$ cat src/rtl/mbus_pkg.sv
package mbus_pkg;

  typedef enum logic [2:0] {
    ST_IDLE,
    ST_ADDR,
    ST_AHOLD,
    ST_PRE,
    ST_STRB,
    ST_HOLD,
    ST_DONE
  } mbus_st_e;

  // nanoseconds rounded up to whole clock cycles
  function automatic int ns2cyc(input int ns, input int clk_ns);
    return (ns + clk_ns - 1) / clk_ns;
  endfunction

  function automatic int imax(input int a, input int b);
    return (a > b) ? a : b;
  endfunction

  // recovery gap of a number of arbitration periods, in clock cycles
  function automatic int arb_gap_cyc(input int periods, input int opr_ns,
                                     input int clk_ns, input bit slow);
    return ns2cyc(periods * opr_ns * (slow ? 2 : 1), clk_ns);
  endfunction

endpackage

$ cat src/rtl/mbus_phase_timer.sv
module mbus_phase_timer #(
  parameter int CNT_W = 2
) (
  input  logic             clk,
  input  logic             rst_n,
  input  logic             load,
  input  logic [CNT_W-1:0] load_val,
  output logic             expired
);

  logic [CNT_W-1:0] cnt_q;

  always_ff @(posedge clk or negedge rst_n) begin
    if (!rst_n) begin
      cnt_q <= '0;
    end else if (load) begin
      cnt_q <= load_val;
    end else if (cnt_q != '0) begin
      cnt_q <= cnt_q - 1'b1;
    end
  end

  assign expired = (cnt_q == '0);

endmodule

$ cat src/rtl/mbus_gap_track.sv
module mbus_gap_track #(
  parameter int          ADDR_W    = 3,
  parameter int          GAP_W     = 6,
  parameter int          GAP_MAX   = 40,
  parameter int          LEAD      = 4,
  parameter int          G_NORM    = 16,
  parameter int          G_LONG    = 20,
  parameter int          G_NORM_S  = 32,
  parameter int          G_LONG_S  = 40,
  parameter logic [ADDR_W-1:0] DATA_ADDR = 3'd4,
  parameter logic [ADDR_W-1:0] PTRL_ADDR = 3'd2
) (
  input  logic              clk,
  input  logic              rst_n,
  input  logic              strobe_end,
  input  logic              accept,
  input  logic [ADDR_W-1:0] acc_addr,
  input  logic [ADDR_W-1:0] next_addr,
  input  logic              slow,
  output logic              gap_ok,
  output logic [GAP_W-1:0]  gap_need
);

  localparam logic [GAP_W-1:0] CNT_SAT = GAP_W'(GAP_MAX);

  logic [GAP_W-1:0]  since_q;
  logic              seen_q;
  logic [ADDR_W-1:0] last_addr_q;
  logic              last_vld_q;
  logic              long_pair;

  always_ff @(posedge clk or negedge rst_n) begin
    if (!rst_n) begin
      since_q <= '0;
      seen_q  <= 1'b0;
    end else if (strobe_end) begin
      since_q <= '0;
      seen_q  <= 1'b1;
    end else if (since_q != CNT_SAT) begin
      since_q <= since_q + 1'b1;
    end
  end

  always_ff @(posedge clk or negedge rst_n) begin
    if (!rst_n) begin
      last_addr_q <= '0;
      last_vld_q  <= 1'b0;
    end else if (accept) begin
      last_addr_q <= acc_addr;
      last_vld_q  <= 1'b1;
    end
  end

  assign long_pair = last_vld_q && (last_addr_q == DATA_ADDR) && (next_addr == PTRL_ADDR);

  always_comb begin
    case ({slow, long_pair})
      2'b00:   gap_need = GAP_W'(G_NORM);
      2'b01:   gap_need = GAP_W'(G_LONG);
      2'b10:   gap_need = GAP_W'(G_NORM_S);
      default: gap_need = GAP_W'(G_LONG_S);
    endcase
  end

  // the strobe falls LEAD cycles after acceptance; one more cycle passes before it
  assign gap_ok = !seen_q || ((int'(since_q) + 1 + LEAD) >= int'(gap_need));

endmodule

$ cat src/rtl/mbus_wr_seq.sv
module mbus_wr_seq
  import mbus_pkg::*;
#(
  parameter int ADDR_W        = 3,
  parameter int DATA_W        = 8,
  parameter int CLK_NS        = 10,
  parameter int OPR_NS        = 40,
  parameter int GAP_ARB       = 4,
  parameter int GAP_ARB_LONG  = 5,
  parameter logic [ADDR_W-1:0] DATA_ADDR = 3'd4,
  parameter logic [ADDR_W-1:0] PTRL_ADDR = 3'd2,
  parameter int T_ADDR_SU_NS  = 20,
  parameter int T_ADDR_HD_NS  = 10,
  parameter int T_CS_SU_NS    = 10,
  parameter int T_CS_HD_NS    = 10,
  parameter int T_ALE_DS_NS   = 15,
  parameter int T_DATA_SU_NS  = 30,
  parameter int T_DATA_HD_NS  = 10,
  parameter int T_DIR_SU_NS   = 10,
  parameter int T_DIR_HD_NS   = 10,
  parameter int T_ALE_HI_NS   = 20,
  parameter int T_ALE_LO_NS   = 20,
  parameter int T_DS_LO_NS    = 20,
  parameter int T_DS_HI_NS    = 20
) (
  input  logic              clk,
  input  logic              rst_n,
  input  logic              req_i,
  input  logic [ADDR_W-1:0] addr_i,
  input  logic [DATA_W-1:0] data_i,
  input  logic              slow_arb_i,
  output logic              ack_o,
  output logic [DATA_W-1:0] bus_ad_o,
  output logic              bus_oe_o,
  output logic              ale_o,
  output logic              cs_n_o,
  output logic              ds_n_o,
  output logic              dir_o
);

  // phase lengths in cycles
  localparam int N_ASU = imax(1, imax(ns2cyc(T_ADDR_SU_NS, CLK_NS),
                             imax(ns2cyc(T_CS_SU_NS, CLK_NS), ns2cyc(T_ALE_HI_NS, CLK_NS))));
  localparam int N_AH  = imax(1, imax(ns2cyc(T_ADDR_HD_NS, CLK_NS), ns2cyc(T_CS_HD_NS, CLK_NS)));
  localparam int N_PRE = imax(1, imax(ns2cyc(T_ALE_DS_NS, CLK_NS),
                             imax(ns2cyc(T_DIR_SU_NS, CLK_NS), ns2cyc(T_ALE_LO_NS, CLK_NS))) - N_AH);
  localparam int N_DSL = imax(1, imax(ns2cyc(T_DS_LO_NS, CLK_NS), ns2cyc(T_DATA_SU_NS, CLK_NS)));
  localparam int N_DH  = imax(1, imax(ns2cyc(T_DATA_HD_NS, CLK_NS), ns2cyc(T_DIR_HD_NS, CLK_NS)));
  localparam int LEAD  = N_ASU + N_AH + N_PRE;

  // recovery gaps in cycles
  localparam int N_DSH    = ns2cyc(T_DS_HI_NS, CLK_NS);
  localparam int G_NORM   = imax(N_DSH, arb_gap_cyc(GAP_ARB, OPR_NS, CLK_NS, 1'b0));
  localparam int G_LONG   = imax(N_DSH, arb_gap_cyc(GAP_ARB_LONG, OPR_NS, CLK_NS, 1'b0));
  localparam int G_NORM_S = imax(N_DSH, arb_gap_cyc(GAP_ARB, OPR_NS, CLK_NS, 1'b1));
  localparam int G_LONG_S = imax(N_DSH, arb_gap_cyc(GAP_ARB_LONG, OPR_NS, CLK_NS, 1'b1));
  localparam int GAP_MAX  = imax(imax(G_NORM, G_LONG), imax(G_NORM_S, G_LONG_S));
  localparam int GAP_W    = $clog2(GAP_MAX + 1);

  localparam int PH_MAX = imax(imax(N_ASU, N_AH), imax(N_PRE, imax(N_DSL, N_DH)));
  localparam int PH_W   = imax(1, $clog2(PH_MAX));

  localparam logic [PH_W-1:0] L_ASU = PH_W'(N_ASU - 1);
  localparam logic [PH_W-1:0] L_AH  = PH_W'(N_AH - 1);
  localparam logic [PH_W-1:0] L_PRE = PH_W'(N_PRE - 1);
  localparam logic [PH_W-1:0] L_DSL = PH_W'(N_DSL - 1);
  localparam logic [PH_W-1:0] L_DH  = PH_W'(N_DH - 1);

  mbus_st_e          state_q, state_d;
  logic [ADDR_W-1:0] lat_addr_q;
  logic [DATA_W-1:0] lat_data_q;

  // named internal events
  logic              accept_evt;
  logic              phase_done;
  logic              strobe_end_evt;
  logic              gap_ok;
  logic [GAP_W-1:0]  gap_need;
  logic              tmr_load;
  logic [PH_W-1:0]   tmr_val;

  mbus_phase_timer #(.CNT_W(PH_W)) u_timer (
    .clk      (clk),
    .rst_n    (rst_n),
    .load     (tmr_load),
    .load_val (tmr_val),
    .expired  (phase_done)
  );

  mbus_gap_track #(
    .ADDR_W    (ADDR_W),
    .GAP_W     (GAP_W),
    .GAP_MAX   (GAP_MAX),
    .LEAD      (LEAD),
    .G_NORM    (G_NORM),
    .G_LONG    (G_LONG),
    .G_NORM_S  (G_NORM_S),
    .G_LONG_S  (G_LONG_S),
    .DATA_ADDR (DATA_ADDR),
    .PTRL_ADDR (PTRL_ADDR)
  ) u_gap (
    .clk        (clk),
    .rst_n      (rst_n),
    .strobe_end (strobe_end_evt),
    .accept     (accept_evt),
    .acc_addr   (addr_i),
    .next_addr  (addr_i),
    .slow       (slow_arb_i),
    .gap_ok     (gap_ok),
    .gap_need   (gap_need)
  );

  assign accept_evt     = (state_q == ST_IDLE) && req_i && gap_ok;
  assign strobe_end_evt = (state_q == ST_STRB) && phase_done;

  always_comb begin
    state_d  = state_q;
    tmr_load = 1'b0;
    tmr_val  = '0;
    case (state_q)
      ST_IDLE: if (accept_evt) begin
        state_d = ST_ADDR;  tmr_load = 1'b1; tmr_val = L_ASU;
      end
      ST_ADDR: if (phase_done) begin
        state_d = ST_AHOLD; tmr_load = 1'b1; tmr_val = L_AH;
      end
      ST_AHOLD: if (phase_done) begin
        state_d = ST_PRE;   tmr_load = 1'b1; tmr_val = L_PRE;
      end
      ST_PRE: if (phase_done) begin
        state_d = ST_STRB;  tmr_load = 1'b1; tmr_val = L_DSL;
      end
      ST_STRB: if (phase_done) begin
        state_d = ST_HOLD;  tmr_load = 1'b1; tmr_val = L_DH;
      end
      ST_HOLD: if (phase_done) state_d = ST_DONE;
      ST_DONE: state_d = ST_IDLE;
      default: state_d = ST_IDLE;
    endcase
  end

  always_ff @(posedge clk or negedge rst_n) begin
    if (!rst_n) begin
      state_q    <= ST_IDLE;
      lat_addr_q <= '0;
      lat_data_q <= '0;
    end else begin
      state_q <= state_d;
      if (accept_evt) begin
        lat_addr_q <= addr_i;
        lat_data_q <= data_i;
      end
    end
  end

  // bus pins decoded from the registered state
  logic in_cycle;
  assign in_cycle = (state_q == ST_ADDR) || (state_q == ST_AHOLD) || (state_q == ST_PRE)
                 || (state_q == ST_STRB) || (state_q == ST_HOLD);

  always_comb begin
    if ((state_q == ST_ADDR) || (state_q == ST_AHOLD)) begin
      bus_ad_o = DATA_W'(lat_addr_q);
    end else if (in_cycle) begin
      bus_ad_o = lat_data_q;
    end else begin
      bus_ad_o = '0;
    end
  end

  assign bus_oe_o = in_cycle;
  assign cs_n_o   = !in_cycle;
  assign dir_o    = in_cycle;
  assign ale_o    = (state_q == ST_ADDR);
  assign ds_n_o   = (state_q != ST_STRB);
  assign ack_o    = (state_q == ST_DONE);

endmodule

$ cat config.mk
export PLATFORM = sky130hd
export DESIGN_NAME = mbus_wr_seq
export DESIGN_NICKNAME = d
export VERILOG_FILES = /design/src/rtl/mbus_pkg.sv /design/src/rtl/mbus_phase_timer.sv /design/src/rtl/mbus_gap_track.sv /design/src/rtl/mbus_wr_seq.sv
export SDC_FILE = /design/constraint.sdc
export NUM_CORES = 1
export LEC_CHECK = 0
export ABC_CLOCK_PERIOD_IN_PS = 4500
export BUFFER_PORTS_ARGS = -buffer_cell sky130_fd_sc_hd__buf_2
export CORE_UTILIZATION = 42
export DETAILED_ROUTE_END_ITERATION = 12
export PLACE_DENSITY = 0.69
export SETUP_SLACK_MARGIN = 0.15
export SYNTH_ARGS = -nofsm -noshare
export SYNTH_HDL_FRONTEND = slang
export SYNTH_SLANG_ARGS = --single-unit
$ cat constraint.sdc
create_clock -name clk -period 4.5 [get_ports clk]
set_input_delay 0.9 -clock clk [delete_from_list [all_inputs] [get_ports clk]]
set_output_delay 0.9 -clock clk [all_outputs]
set_load 0.01 [all_outputs]
==> summary.txt, run 1 <==
Floorplanning
  – Die Area: between 4000 and 5000 µm²
  – Core area: about 3700 µm²
  – Die H: between 60 and 70 µm
  – Die W: between 60 and 70 µm
  – IO Count: 29
  – Initial Utilization: 43.9%
  – Std-Cell Rows: 22

Yosys
  – Top cells by area, synth: dfrtp_1 (37%), mux2_4 (7.4%), ha_1 (6.9%)
  – Synthesized area: approximately 1600 µm²
  – Main combinational cell family by area after synthesis: simple AND/OR/NAND/NOR gates
  – Synth Area in XOR/XNOR: 4.32%
  – Number of flops mapped to enable cells by yosys: 0
  – Synth area leader: dfrtp_1
  – Synth Warn #: 0
  – Post-synthesis average cell area: 9.53 µm²
  – Asr flop ratio synth: between 90% and 100%
  – #FFs+latches synth: 24
  – Syn Nets: 194
  – Post-synthesis simple-gate area fraction: between 20% and 30%
  – Seq/Total Area, Yosys: 37.1%
  – Cell count after synthesis: 170
  – Distinct cells, synth: 46
  – Top-area cell type share of the netlist area: between 30 and 40%
  – Mux contribution to synthesized area: between 10% and 20%
  – Adder-Cell Fraction of Synth Area: 6.95%
  – Synth Area in Compound Gates: approximately an eighth
  – Top FF cell, synth: dfrtp_1

Pwr
  – VDD IR-drop max: 0.331 mV
  – PD cells: 766 nW/µm²
  – P_leak: approximately 0.00088 µW

Worst setup path
  – Critical Path Source Type: primary input
  – Worst EP arrival: approximately 3600 ps
  – Crit Path Category: in2reg
  – Critical path fanouts, max: 7
  – Critical Path Sink Type: flop
  – Req. time, crit path: 4660 ps
  – Worst r2r path cells: 11

Global route
  – Total GRT Usage: roughly 16%
  – Global-route wire length before repair: 5350 µm
  – Grt ovf: 0
  – M3 GR Usage: ~2.1%
  – Grt peak-use layer: met2
  – Initial antenna violation count: 0
  – Largest net degree at the start of global routing: 25
  – Routing usage on met2: 27.3%
  – Vias in the first global route: approximately 1200
  – Grt met1 use: approximately 22%

Detailed routing
  – Antenna viol nets, final: 0
  – WL/cell: around 13 µm
  – Total wire length: about 3000 µm
  – Total number of vias: between 1000 and 1500
  – DRC viols: 0
  – 1st-iter DRT viols: 54
  – Drt pass-1 iters: 4
  – DR vias/cell: roughly 5.4

Layout
  – Commonest cells after routing, fill and taps aside: buf_2 (28), dfrtp_1 (24), nand2_1 (12)
  – Most common cell after layout, fill and taps aside: buf_2
  – Area delta synth->final: 13.5%
  – Share of layout cells above drive strength 1: between 20% and 30%
  – # fillers: ~370
  – Layout Utilization: 49.9%
  – Non-filler cells, final: roughly 240
  – Antenna diodes: 0
  – Final layout net count: roughly 220

STA
  – Total negative slack: 0 ps
  – Relative max-transition margin: about three fifths
  – RSZ-0062 raised after global routing: false
  – Worst slew pin tran: between 500 and 600 ps
  – Achievable Freq: slightly below 300 MHz
  – Hold Fails Final Rpt: 0
  – Setup violators final: 0
  – Period utilization: about three quarters
  – Final Critical Period: 3410 ps
  – Slew Limit Fails: 0
  – Clk_skew: around 6.9 ps

Clock network
  – Clock latency on the worst-skew pair: approximately 270 ps
  – Setup repair bufs after CTS: 0
  – CTS Hold Bufs: 0
  – Clock buffer count from CTS: 3
  – Root buf cell: clkbuf_8
  – Post-cts sizing count: 0
  – Clock tree buffer depth: 2
  – Clock transition at path regs: ~90 ps
  – CTS tree: built
  – CTS Sinks: 24
  – H-tree depth: 1

Outcome
  – Status: complete, no violations

Placement
  – Port bufs: 28
  – Inst Count DP: roughly 240
  – Gp weighted congestion: around 0.85
  – DP HPWL: ~2200 µm

Hold path
  – Hold Path Cell Cnt: 1
  – Worst hold path type: reg2reg

Run
  – Max Cap Violations: 0
cells by family after synthesis:
| logic type | after synthesis |
|---|---|
| and+or+nand+nor | 59 |
| adders and majority gates | 9 |
| DFF | 24 |
| buffers and inverters | 23 |
| xor gates and xnor gates | 8 |
| muxes | 15 |
| AOI/OAI and AO/OA | 32 |
per-stage QoR:
step / worst slack, ps / total power (µW) / cell area (µm²) / hold WS, ps
floorplan: 1260 / 1050 / 1620 / 425
global placement: 832 / 1210 / 1770 / 473
detailed placement: 760 / 1220 / 1770 / 474
CTS: 1060 / 1420 / 1840 / 495
global route: 846 / 1550 / 1840 / 517
finish: 1090 / 1410 / 1840 / 492
state kept, by name, indices dropped and copies added (netlist names):
signal             flops
u_timer.cnt_q          2
u_gap.last_vld_q       1
state_q                3
lat_data_q             8
u_gap.since_q          6
u_gap.seen_q           1
u_gap.last_addr_q      3
per-layer routing:
layer	vias up	wire [µm]
met5	-	0
met1	626	1440
li1	633	-
met4	0	14
met2	19	1480
met3	2	74
final cells by class:
type	count	area, µm²	share of cell area (%)
clock buffer	3	41.3	2.24
clock inverter	1	30.0	1.63
inverter	11	41.3	2.24
multi-input combinational	123	918	49.9
sequential	24	601	32.7
tap	48	60.1	3.27
timing repair buffer	29	148	8.03
synth_stat cells, types with 2 or more instances:
master	number
xnor2_1	3
ha_1	9
or4_1	2
inv_1	11
dfrtp_1	24
mux2i_1	3
nand3_1	2
clkbuf_1	7
nor2_1	11
o21ai_0	10
nor3_1	4
nand2_1	12
mux2_4	8
or3_1	2
a21oi_1	5
o211ai_1	3
and2_1	7
nand2b_1	3
nor4bb_1	3
buf_2	3
xor2_1	5
nand4_1	3
mux2_2	4
nor3b_1	2
a22oi_1	3
critical path: stages:
cell and delay, ps:
buf_2 100, nor4bb_1 260, nand2_1 100, or4_1 410
ha_1 300, o211ai_1 150, a31oi_1 80, or2_1 250
o211ai_2 410, buf_4 260, mux2_2 340
report_power, final:
group | switching (µW) | leakage [µW] | internal, µW
clock | 70.0 | 0.0000357 | 119
combinational | 374 | 0.000562 | 384
sequential | 142 | 0.000281 | 320
total | 585 | 0.000879 | 823
worst paths after layout:
check                                                   from                           end  slack, ps
worst max-delay path                               addr_i[0]     lat_data_q[7]$_DFFE_PN0N_       1090
min in group asynchronous                              rst_n     lat_data_q[3]$_DFFE_PN0N_        600
worst min register to register  u_gap.last_vld_q$_DFFE_PN0N_  u_gap.last_vld_q$_DFFE_PN0N_        490
worst min-delay path            u_gap.last_vld_q$_DFFE_PN0N_  u_gap.last_vld_q$_DFFE_PN0N_        490
max in group asynchronous                              rst_n  u_gap.since_q[0]$_DFFE_PN0P_       3540
worst max register to register  u_gap.since_q[1]$_DFFE_PN0P_     lat_data_q[7]$_DFFE_PN0N_       1270
Note: power is estimated with default switching activity, not from simulation.
==> run 2: changes to the inputs <==
--- a/config.mk
+++ b/config.mk
@@ -5,11 +5,11 @@
 export SDC_FILE = /design/constraint.sdc
 export NUM_CORES = 1
 export LEC_CHECK = 0
-export ABC_CLOCK_PERIOD_IN_PS = 4500
+export ABC_CLOCK_PERIOD_IN_PS = 3100
 export BUFFER_PORTS_ARGS = -buffer_cell sky130_fd_sc_hd__buf_2
 export CORE_UTILIZATION = 42
 export DETAILED_ROUTE_END_ITERATION = 12
-export PLACE_DENSITY = 0.69
+export PLACE_DENSITY = 0.71
 export SETUP_SLACK_MARGIN = 0.15
 export SYNTH_ARGS = -nofsm -noshare
 export SYNTH_HDL_FRONTEND = slang
==> constraint.sdc (replaced) <==
create_clock -name clk -period 3.1 [get_ports clk]
set_input_delay 0.62 -clock clk [delete_from_list [all_inputs] [get_ports clk]]
set_output_delay 0.62 -clock clk [all_outputs]
set_load 0.01 [all_outputs]
==> run 2 against run 1 <==
- first-iteration DRC count up 46%
- sequential cell count unchanged
- total power up 64%
- count of clock-buffer cells in the layout unchanged
- routed wire length up 9.9%
- critical path depth unchanged
- combinational power up 78%
- cell area up 6.5%
- sequential power up 48%
- largest cell class unchanged
==> summary.txt, run 2 (synthesis gave the netlist of run 1 again) <==
Outcome
  – Status: complete, no violations

Clock network
  – Clock transition at path regs: 90 ps (about the same)
  – H-tree depth: 1 (unchanged)
  – Clock tree buffer depth: 2 (unchanged)
  – CTS Sinks: 24 (unchanged)
  – CTS tree: built
  – Clock buffer count from CTS: 3 (unchanged)
  – Root buf cell: clkbuf_8
  – CTS Hold Bufs: 0 (unchanged)
  – Clock latency on the worst-skew pair: 270 ps (about the same)

Worst setup path
  – R2r startpoint: u_gap.since_q[1]$_DFFE_PN0P_
  – Critical path fanouts, max: 6 (-1)
  – Req. time, crit path: 3270 ps (-1390 ps)
  – Worst r2r path cells: 11 (unchanged)
  – Worst EP arrival: 3080 ps (-500 ps)
  – Critical Path Sink Type: flop
  – Critical path origin: addr_i[2]
  – Critical Path Source Type: primary input
  – Crit Path Category: in2reg

Pwr
  – PD cells: 1180 nW/µm² (+54%)
  – VDD IR-drop max: 0.498 mV (+51%)
  – P_leak: 0.000925 µW (+5.3%)

Global route
  – Grt ovf: 0 (unchanged)
  – Global-route wire length before repair: 5370 µm (+0.39%)
  – Largest net degree at the start of global routing: 25 (unchanged)
  – Total GRT Usage: 16.9% (+0.51 points)
  – Initial antenna violation count: 0 (unchanged)
  – Vias in the first global route: 1178 (-2.8%)

Detailed routing
  – Antenna viol nets, final: 0 (unchanged)
  – Drt pass-1 iters: 5 (+1)
  – DR vias/cell: 5.37 (+0.29%)
  – Total wire length: 3300 µm (+9.9%)
  – DRC viols: 0 (unchanged)
  – Total number of vias: 1316 (+2.8%)
  – WL/cell: 13.5 µm (+7.2%)
  – 1st-iter DRT viols: 79 (+46%)

Layout
  – Commonest cells after routing, fill and taps aside: buf_2 (28), dfrtp_1 (21), nand2_1 (12)
  – Share of layout cells above drive strength 1: 33.0% (+7.3 points)
  – Non-filler cells, final: 245 (+2.5%)
  – Area delta synth->final: 20.9%
  – Most common cell after layout, fill and taps aside: buf_2
  – Largest Register: lat_data_q
  – # fillers: 351 (-4.4%)
  – Number of flip-flops in the largest register: 8 (unchanged)
  – Top Registers: lat_data_q (8), u_gap.since_q (6)
  – Final layout net count: 222 (+2.8%)
  – Antenna diodes: 0 (unchanged)

Floorplanning
  – Die H: 64.1 µm (unchanged)
  – Core area: 3690 µm² (unchanged)
  – Std-Cell Rows: 22 (unchanged)
  – Die W: 64.1 µm (unchanged)
  – IO Count: 29 (unchanged)
  – Initial Utilization: 43.9% (unchanged)
  – Die Area: 4110 µm² (unchanged)

Placement
  – Gp weighted congestion: 0.808 (-5.3%)
  – Inst Count DP: 238 (+1.3%)
  – Port bufs: 28 (unchanged)
  – DP HPWL: 2220 µm (-1.3%)

STA
  – Achievable Freq: ~340 MHz
  – Slew Limit Fails: 0 (unchanged)
  – RSZ-0062 raised after global routing: false
  – Setup violators final: 0 (unchanged)
  – Total negative slack: 0 ps (unchanged)
  – Hold Fails Final Rpt: 0 (unchanged)
  – Worst slew pin tran: 588 ps (-0.0271 ps)
  – Period utilization: between 90% and 100%
  – Clk_skew: 1.53 ps (-5.41 ps)
  – Final Critical Period: approximately 2900 ps
  – Relative max-transition margin: 60.8% (about the same)

Hold path
  – Worst hold path type: in2async

Run
  – Max Cap Violations: 0 (unchanged)
[run 2: changes by cell type in the layout (fill, tap and decap cells not counted), moves of 2 or more]
cell,before,now
buf_4,1,5
xor2_2,0,2
ha_1,9,7
ha_4,0,2
xor2_1,5,3
dfrtp_2,0,3
dfrtp_1,24,21
buf_6,0,2
[run 2: repair_timing]
| item | CTS | global route |
|---|---|---|
| endpoints found under the setup margin | 0 | 11 |
| resized for setup | 0 | 15 |
| setup buffers | 0 | 3 |
[run 2: critical path: stages]
cell and delay (ps):
buf_2 110, nor4bb_2 260, nand2_1 90, or4_1 410, ha_1 280, o211ai_1 240, a31oi_2 90, or2_1 270
o211ai_2 230, buf_6 170, mux2_2 330
[run 2: metrics by stage]
step                      utilization, %  cell area [µm²]  hold slack [ps]  total power [µW]  setup slack (ps)
after global routing                53.1             1960              351              2520              86.8
after global placement              48.5             1790              470              1800              37.9
final                               53.1             1960              312              2310               189
after floorplan                        -             1620              324              1520               165
after CTS                           50.5             1860              329              2130               213
after detailed placement            48.5             1790              473              1830             -20.8
[run 2: layout make-up]
class,count,area (µm²),share of cell area [%]
flip-flops and latches,24,604,30.8
repair buffers,35,200,10.2
multi-input cells,123,982,50.1
clock buffers,3,41.3,2.11
clock inverters,1,30.0,1.53
well taps,48,60.1,3.07
inverters,11,41.3,2.11
[run 2: per-layer routing]
metal / global-route usage [%] / part of all wire, % / up-vias
met3: 2.86 / 3.4 / 9
met5: 0 / 0 / -
li1: - / - / 653
met1: 21.6 / 45 / 623
met4: 9.44 / 3.0 / 0
met2: 27.0 / 49 / 31
[run 2: where the power goes]
part / total, µW / switching (µW) / leakage (µW) / internal, µW
registers: 686 / 217 / 0.000279 / 469
logic: 1350 / 637 / 0.000611 / 708
clock network: 280 / 107 / 0.0000357 / 173
total: 2310 / 962 / 0.000925 / 1350
[run 2: worst paths after layout]
path / endpoint / slack, ps
worst max-delay path: u_gap.last_addr_q[2]$_DFFE_PN0N_ / 190
worst min-delay path: u_gap.since_q[0]$_DFFE_PN0P_ / 310
worst max register to register: u_gap.last_addr_q[2]$_DFFE_PN0N_ / 240
worst min register to register: u_gap.last_vld_q$_DFFE_PN0N_ / 490
max in group asynchronous: u_gap.since_q[2]$_DFFE_PN0P_ / 2410
min in group clk: u_gap.last_vld_q$_DFFE_PN0N_ / 490
